File: src/rtl/pbc_pkg.sv
package pbc_pkg;

  typedef enum logic [2:0] {
    ST_INIT,
    ST_COLLECT,
    ST_PROG,
    ST_WRITE,
    ST_DONE
  } pbc_state_e;

  localparam logic TYPE_NORMAL = 1'b0;
  localparam logic TYPE_REPAIR = 1'b1;

  // Countdown length for one program operation of the given type.
  function automatic int unsigned prog_time(input logic ptype,
                                            input int unsigned t_norm,
                                            input int unsigned t_rep);
    return (ptype == TYPE_REPAIR) ? t_rep : t_norm;
  endfunction

  // Larger of two counts, used to size counters.
  function automatic int unsigned max2(input int unsigned a, input int unsigned b);
    return (a > b) ? a : b;
  endfunction

endpackage

File: src/rtl/pbc_buf.sv
module pbc_buf #(
  parameter int WORD_W = 16,
  parameter int DEPTH  = 16,
  localparam int IDX_W = $clog2(DEPTH)
) (
  input  logic              clk,
  input  logic              wr_en,
  input  logic [IDX_W-1:0]  wr_idx,
  input  logic [WORD_W-1:0] wr_data,
  input  logic [IDX_W-1:0]  rd_idx,
  output logic [WORD_W-1:0] rd_data
);

  logic [WORD_W-1:0] slot_q [DEPTH];

  for (genvar g = 0; g < DEPTH; g++) begin : g_slot
    always_ff @(posedge clk) begin
      if (wr_en && (wr_idx == IDX_W'(g))) slot_q[g] <= wr_data;
    end
  end

  assign rd_data = slot_q[rd_idx];

endmodule

File: src/rtl/pbc_timer.sv
module pbc_timer #(
  parameter int CNT_W = 6
) (
  input  logic             clk,
  input  logic             rst_n,
  input  logic             load,
  input  logic [CNT_W-1:0] load_val,
  output logic             expire
);

  logic [CNT_W-1:0] cnt_q;

  always_ff @(posedge clk or negedge rst_n) begin
    if (!rst_n)              cnt_q <= '0;
    else if (load)           cnt_q <= load_val;
    else if (cnt_q != '0)    cnt_q <= cnt_q - CNT_W'(1);
  end

  assign expire = (cnt_q == CNT_W'(1));

  // a running countdown moves down by one each cycle
  assert_timer_step_R5: assert property (@(posedge clk) disable iff (!rst_n)
    (cnt_q != '0 && !load) |=> (cnt_q == $past(cnt_q) - CNT_W'(1)));

endmodule

File: src/rtl/prog_burst_collector.sv
module prog_burst_collector
  import pbc_pkg::*;
#(
  parameter int          WORD_W      = 16,
  parameter int          ADDR_W      = 8,
  parameter int          BURST_MAX   = 16,
  parameter int          NORM_CYC    = 20,
  parameter int          REPAIR_CYC  = 48,
  parameter int          INIT_CYC    = 8,
  parameter logic [1:0]  TYPES_AVAIL = 2'b11
) (
  input  logic              clk,
  input  logic              rst_n,
  input  logic              prog_req,
  input  logic              prog_type,
  input  logic [WORD_W-1:0] prog_data,
  input  logic              prog_last,
  input  logic [ADDR_W-1:0] prog_addr,
  output logic              ack,
  output logic              done,
  output logic              init_busy,
  output logic [1:0]        type_avail,
  output logic              arr_we,
  output logic [ADDR_W-1:0] arr_addr,
  output logic [WORD_W-1:0] arr_wdata,
  input  logic [WORD_W-1:0] arr_rdata
);

  localparam int CNT_W  = $clog2(BURST_MAX + 1);
  localparam int IDX_W  = $clog2(BURST_MAX);
  localparam int TMR_W  = $clog2(max2(NORM_CYC, REPAIR_CYC) + 1);
  localparam int INIT_W = $clog2(INIT_CYC + 1);

  pbc_state_e        state_q;
  logic [INIT_W-1:0] init_cnt_q;
  logic [CNT_W-1:0]  beat_cnt_q;
  logic [CNT_W-1:0]  nwords_q;
  logic [ADDR_W-1:0] base_q;
  logic              type_q;
  logic [IDX_W-1:0]  widx_q;

  // Named internal events
  logic              collecting;
  logic              beat_take;
  logic              first_beat;
  logic              eff_type;
  logic              burst_end;
  logic              tmr_expire;
  logic              write_last;
  logic [TMR_W-1:0]  tmr_val;
  logic [WORD_W-1:0] buf_word;

  assign collecting = (state_q == ST_COLLECT);
  assign beat_take  = prog_req && collecting;
  assign first_beat = (beat_cnt_q == '0);
  assign eff_type   = first_beat ? prog_type : type_q;
  assign burst_end  = beat_take &&
                      (prog_last || (beat_cnt_q == CNT_W'(BURST_MAX - 1)));
  assign tmr_val    = TMR_W'(prog_time(eff_type, NORM_CYC, REPAIR_CYC));
  assign write_last = ((CNT_W'(widx_q) + CNT_W'(1)) == nwords_q);

  pbc_buf #(.WORD_W(WORD_W), .DEPTH(BURST_MAX)) u_buf (
    .clk     (clk),
    .wr_en   (beat_take),
    .wr_idx  (beat_cnt_q[IDX_W-1:0]),
    .wr_data (prog_data),
    .rd_idx  (widx_q),
    .rd_data (buf_word)
  );

  pbc_timer #(.CNT_W(TMR_W)) u_timer (
    .clk      (clk),
    .rst_n    (rst_n),
    .load     (burst_end),
    .load_val (tmr_val),
    .expire   (tmr_expire)
  );

  always_ff @(posedge clk or negedge rst_n) begin
    if (!rst_n) begin
      state_q    <= ST_INIT;
      init_cnt_q <= '0;
      beat_cnt_q <= '0;
      nwords_q   <= '0;
      base_q     <= '0;
      type_q     <= TYPE_NORMAL;
      widx_q     <= '0;
    end else begin
      unique case (state_q)
        ST_INIT: begin
          if (init_cnt_q == INIT_W'(INIT_CYC - 1)) state_q <= ST_COLLECT;
          else init_cnt_q <= init_cnt_q + INIT_W'(1);
        end
        ST_COLLECT: begin
          if (beat_take) begin
            if (first_beat) begin
              base_q <= prog_addr;
              type_q <= prog_type;
            end
            if (burst_end) begin
              nwords_q   <= beat_cnt_q + CNT_W'(1);
              beat_cnt_q <= '0;
              state_q    <= ST_PROG;
            end else begin
              beat_cnt_q <= beat_cnt_q + CNT_W'(1);
            end
          end
        end
        ST_PROG: begin
          if (tmr_expire) begin
            widx_q  <= '0;
            state_q <= ST_WRITE;
          end
        end
        ST_WRITE: begin
          if (write_last) state_q <= ST_DONE;
          else widx_q <= widx_q + IDX_W'(1);
        end
        ST_DONE: state_q <= ST_COLLECT;
        default: state_q <= ST_COLLECT;
      endcase
    end
  end

  assign ack        = beat_take;
  assign done       = (state_q == ST_DONE);
  assign init_busy  = (state_q == ST_INIT);
  assign type_avail = TYPES_AVAIL;
  assign arr_we     = (state_q == ST_WRITE);
  assign arr_addr   = base_q + ADDR_W'(widx_q);
  assign arr_wdata  = arr_rdata & buf_word;

  // nothing is taken while initialising
  assert_no_ack_init_R1: assert property (@(posedge clk) disable iff (!rst_n)
    init_busy |-> !ack);

  // the beat counter never passes the burst limit
  assert_burst_cap_R3: assert property (@(posedge clk) disable iff (!rst_n)
    beat_cnt_q <= CNT_W'(BURST_MAX - 1));

  // the edge that closes a burst is followed by silence on ack
  assert_quiet_after_end_R4: assert property (@(posedge clk) disable iff (!rst_n)
    burst_end |=> (!ack && !done));

  // done lasts a single cycle
  assert_done_pulse_R5: assert property (@(posedge clk) disable iff (!rst_n)
    done |=> !done);

  // writing starts right after the countdown ends
  assert_write_after_prog_R6: assert property (@(posedge clk) disable iff (!rst_n)
    (state_q == ST_PROG && tmr_expire) |=> arr_we);

  // a write never sets a bit that was clear in the array
  assert_clear_only_R6: assert property (@(posedge clk) disable iff (!rst_n)
    arr_we |-> ((arr_wdata & ~arr_rdata) == '0));

  // done follows the last write, never a beat
  assert_done_after_write_R8: assert property (@(posedge clk) disable iff (!rst_n)
    $rose(done) |-> $past(arr_we));

endmodule

File: config.mk
export PLATFORM = sky130hd
export DESIGN_NAME = prog_burst_collector
export DESIGN_NICKNAME = d
export VERILOG_FILES = /design/src/rtl/pbc_pkg.sv /design/src/rtl/pbc_buf.sv /design/src/rtl/pbc_timer.sv /design/src/rtl/prog_burst_collector.sv
export SDC_FILE = /design/constraint.sdc
export NUM_CORES = 1
export LEC_CHECK = 0
export BUFFER_PORTS_ARGS = -buffer_cell sky130_fd_sc_hd__buf_2
export CAP_MARGIN = 20
export CELL_PAD_IN_SITES_DETAIL_PLACEMENT = 0
export CELL_PAD_IN_SITES_GLOBAL_PLACEMENT = 1
export CORE_UTILIZATION = 36
export DETAILED_ROUTE_END_ITERATION = 8
export HOLD_SLACK_MARGIN = 0.1
export PLACE_DENSITY = 0.54
export SYNTH_ARGS = -nofsm -noshare
export SYNTH_HDL_FRONTEND = slang
export SYNTH_SLANG_ARGS = --single-unit
File: constraint.sdc
create_clock -name clk -period 2.65 [get_ports clk]
set_clock_uncertainty 0.1 [all_clocks]
set_input_delay 0.3975 -clock clk [delete_from_list [all_inputs] [get_ports clk]]
set_output_delay 0.3975 -clock clk [all_outputs]
set_load 0.05 [all_outputs]
Yosys cells after proc, flatten, opt, wreduce, memory -nomap -nowiden
Memories as Yosys holds them, arrays and structs flattened.
Cells that the tools add are included.
Storage, ports and cells
  flip-flop bits (word level): 36
  bits in latches: 0
  RAM bits: 256
  bits in read-only memories: 0
  output and inout bits: 30
  memories kept: 1
Memory list
  u_buf.slot_q: words 16, width 16, read ports 1, clocked after memory_dff 0, wr ports 1, line pbc_buf.sv:14  | logic [WORD_W-1:0] slot_q [DEPTH];
Operators by class
  add/sub/neg operators: 6
  $mul: 0
  div/mod/pow operators: 0
  $lt $le $gt $ge: 0
  equality and inequality tests: 29
  shift operators: 0
  mux-type cells: 91
  bitwise logic cells: 2
  reductions and logical operators: 46
Operators by type and width (count)
  16-bit two-way mux: 15
  16-bit OR reduction: 15
  4-bit two-way mux: 17
  1-bit two-way mux: 48
  4-bit == test, second input constant: 8
  4-bit by 3-bit == test with 1-bit output, second input constant: 5
  1-bit logical AND: 18
  6-bit two-way mux: 3
  16-bit bitwise AND: 1
  3-bit two-way mux: 5
  3-bit case mux with 4 select lines: 1
  3-bit AND reduction: 3
  4-bit by 1-bit adder with 4-bit output, second input constant: 2
  8-bit by 4-bit adder with 8-bit output: 1
  4-bit by 2-bit == test with 1-bit output, second input constant: 2
  2-bit by 1-bit inequality test with 1-bit output, second input constant: 4
  4-bit case mux with 2 select lines: 1
  3-bit by 2-bit == test with 1-bit output, second input constant: 2
  6-bit by 1-bit == test with 1-bit output, second input constant: 1
  6-bit nonzero test: 1
  6-bit by 1-bit subtractor with 6-bit output, second input constant: 1
  4-bit by 1-bit adder with 5-bit output, second input constant: 1
  5-bit by 1-bit adder with 5-bit output, second input constant: 1
  5-bit by 4-bit == test with 1-bit output, second input constant: 1
  other kinds (14): 17

Depth between registers and ports, before layout
  word-level depth: 21
  mapped depth: 9

Modules after synthesis
Synthesis repeated with hierarchy kept, for this count alone.
Unflattened totals
  cells, all modules: 641
  area, all modules: 11933.9 sq um
Modules (own cells, without submodules)
  pbc_buf: times used 1, cells an instance 416, area an instance 9768.1 sq um, sequential area each 7687.4 sq um
  prog_burst_collector: times used 1, cells an instance 182, area an instance 1783.0 sq um, sequential area each 750.7 sq um
  pbc_timer: times used 1, cells an instance 43, area an instance 382.9 sq um, sequential area each 150.1 sq um

Worst setup path before layout
Ideal clock, no wire load.
  path type: register to output
  from: register widx_q[1]
  to: output arr_addr[6]
  arrival: 2.616 ns
  required time: 2.152 ns
  path slack: -0.463 ns
  cell stages (with the launch flop): 10
  buffers on the path: 2
  cell sequence: dfrtp_1 buf_2 buf_2 inv_1 fa_1 nor2b_1 o21ai_0 nand2b_1 nand3_1 xnor2_1
Between the ends
  cells in the longest elaborated chain, start to end: 1
Ends and longest elaborated chain
  from (decl): line prog_burst_collector.sv:40  | logic [IDX_W-1:0] widx_q;
  from (signal assigned): line prog_burst_collector.sv:117  | else widx_q <= widx_q + IDX_W'(1);
  8-bit by 4-bit adder with 8-bit output: line prog_burst_collector.sv:130  | assign arr_addr = base_q + ADDR_W'(widx_q);
  to (decl): line prog_burst_collector.sv:24  | output logic [ADDR_W-1:0] arr_addr,
Every way passes these cells.

Worst setup path in the final report
  from: register widx_q[0]
  to: output arr_wdata[4]
Between the ends
  cells in the longest elaborated chain, start to end: 2
Ends and longest elaborated chain
  memory read 16 x 16 bit
  16-bit bitwise AND: line prog_burst_collector.sv:131  | assign arr_wdata = arr_rdata & buf_word;
  to (decl): line prog_burst_collector.sv:25  | output logic [WORD_W-1:0] arr_wdata,
Every way passes these cells.

==> reports/qor.yml <==
status:
  status: "complete, but fails checks"
  violations: "negative setup slack"
placed_design:
  hpwl_um: 15580
  finalWeightedCongestion: 0.7479
  post-place-cells: 1122
  detailed_place.area_mm2: 0.01304
  port_buffers: 72
clock_tree:
  worstSkewPairLatency_ps: 500
  clk_path_buf_depth: 3
  htree_num_levels: 2
  root_buffer: "clkbuf_16"
  numCtsBuffers: 34
  cts.clk_slew.worst_paths_ps: 50
  clock_sinks: 292
  tritoncts: "done"
worst_setup_path:
  arrival_ps: 2630
  critPathLaunchType: "register"
  end_kind: "primary output"
  crit_type: "register to primary output"
  crit_required_ps: 2150
  cp_max_fo: 8
power:
  p_per_area_mw_per_mm2: 646.1
  leakage_nw: 5.226
  vdd_drop_max_mv: 0.3841
timing:
  timing.hold.ws_ps: 138.6
  rsz0062_at_grt: "yes"
  worst_pin_slew_ps: 854.8
  setup_viol: 22
  finalCriticalPeriod_ps: 3127
  setup_slack_ps: -476.6
  setup_tns_ps: -7872
  drv_slew: 0
  hold_viol: 0
  timing.slew.headroom_pct: 43.01
  period_share_pct: 118.0
  fmax_mhz: 319.8
synthesis:
  synth_edf_count: 256
  syn_area_per_cell_um2: 19.95
  synth_seq_cells: 292
  yosys_warnings: 0
  ys_seq_area_share_pct: 72.46
  syn_inst: 594
  yosysTopAreaCellShare_pct: 64.86
  synth_cell_types: 49
  postSynth.asyncResetShare_pct: 12.33
  synthFlopType: "edfxtp_1"
  synthTopCellsByArea: "edfxtp_1 65%, mux4_2 15%, dfrtp_1 7.6%"
  synth_top_cell_by_area: "edfxtp_1"
  syn-cell-area_mm2: 0.01185
floorplan:
  core_area_mm2: 0.03245
  die_w_um: 183.5
  start_util_pct: 36.52
  die_h_um: 183.5
  fp-row-count: 66
  io_pins: 75
  dieArea_mm2: 0.03365
cells_and_area:
  final_nets: 800
  drive_gt1_share_pct: 39.30
  finish.utilization_pct: 45.20
  diodes: 0
  finalInstanceArea_mm2: 0.01467
  final_cells: 1208
  area_growth_syn_to_layout_pct: 23.77
detailed_routing:
  wl_um: 26770
  firstDrtPassIters: 4
  drt-wirelength-per-cell_um: 22.16
  detail-route-antenna-nets: 0
  vias: 6074
  routed_via_density: 5.028
  drtIter0Drc: 331
  drc: 0
global_route:
  overflow: 0
  antenna_found_initial: 1
  grt_max_degree: 37
  grt_pass1_vias: 6451
  grt_pass1_wl_um: 39830
  grt_usage_pct: 16.38
flow_run:
  cap_violations: 0
worst_hold_path:
  holdCritPathClass: "primary input to register"
[cell type report]
cell class	count	area, um^2
Clock buffer	46	915.9
Clock inverter	15	120.1
Sequential cell	292	8593
Fill cell	2787	17780
Timing Repair Buffer	137	1241
Multi-Input combinational cell	263	3198
Inverter	13	48.80
Tap cell	442	553.0
[cells by family after synthesis]
logic type                 Yosys count  share of synthesized area, %
adders and majority gates           14                         1.541
DFF                                292                         72.46
buffers and inverters               40                         1.678
xor gates and xnor gates            19                         1.404
other                                1                       0.03164
and+or+nand+nor                    102                         4.761
AOI/OAI and AO/OA                   34                         1.795
muxes                               92                         16.33
[cell usage in the layout, fill, tap and decap left out, drive strengths merged, types with 13 or more instances in the layout]
| cell | n |
|---|---|
| mux4 | 80 |
| nand2 | 21 |
| o21ai | 15 |
| and2 | 25 |
| inv | 14 |
| dfrtp | 36 |
| ha | 13 |
| clkbuf | 47 |
| edfxtp | 256 |
| buf | 126 |
[worst paths after layout]
check / startpoint / end / slack (ps) / cells past startpoint
worst max-delay path: widx_q[0] / arr_wdata[4] / -480 / 6
worst min register to register: init_cnt_q[3] / init_cnt_q[3] / 370 / 1
worst min-delay path: prog_last / beat_cnt_q[3] / 140 / 3
worst max register to register: widx_q[0] / state_q[0] / 40 / 10
max in group asynchronous: rst_n / widx_q[0] / 1380 / 2
min in group asynchronous: rst_n / base_q[1] / 440 / 2
[Yosys cell counts (5+ instances only)]
cell type,count
a21oi_1,5
and2_1,25
and3_1,11
buf_2,8
clkbuf_1,11
dfrtp_1,36
edfxtp_1,256
ha_1,13
inv_1,12
mux2_2,11
mux4_2,80
nand2_1,21
nand3_1,7
nor2_1,11
nor2b_1,7
o21ai_0,14
xnor2_1,12
xor2_1,7
[flip-flops by register name, summed over array words and instances (netlist names)]
register	count
base_q	8
beat_cnt_q	5
init_cnt_q	4
nwords_q	5
state_q	3
type_q	1
u_buf.slot_q	256
u_timer.cnt_q	6
widx_q	4
[stage by stage]
stage,total power [mW],setup WS (ps)
5_1_grt,9.792,-543.1
3_3_place_gp,5.223,-25.43
4_1_cts,9.592,-558.9
3_5_place_dp,5.232,-32.20
6_report,9.478,-476.6
2_1_floorplan,5.138,9.179
[metal layers]
| metal | track usage [%] | share of wire (%) | routed length (um) | vias to the layer above |
|---|---|---|---|---|
| met5 | 0.8889 | 0.049 | 13 | - |
| met4 | 3.900 | 1.3 | 335 | 2 |
| met3 | 3.387 | 4.6 | 1244 | 33 |
| met2 | 28.12 | 51 | 13710 | 141 |
| met1 | 21.21 | 43 | 11470 | 3204 |
| li1 | - | - | - | 2694 |
[repair_timing]
item / in CTS / in global routing
resized for setup: 82 / 16
cloned: 4 / 2
hold buffers: 10 / 0
endpoints found under the hold margin: 45 / 0
buffers inserted: 8 / 6
pin swaps: 17 / 9
setup endpoints to repair: 21 / 29
[worst max-delay path, cell delays in order (launching register included)]
cell	delay, ps
dfrtp_4	480
buf_12	170
buf_12	150
mux4_2	500
mux4_2	520
and2_4	160
buf_6	140
[power by group]
group / leakage [nW] / internal [mW] / switching [mW]
clock network: 0.505 / 2.54 / 1.78
registers: 2.77 / 5.00 / 0
logic: 1.95 / 0.0567 / 0.105
total: 5.23 / 7.60 / 1.88
Note: power is estimated with default switching activity, not from simulation.
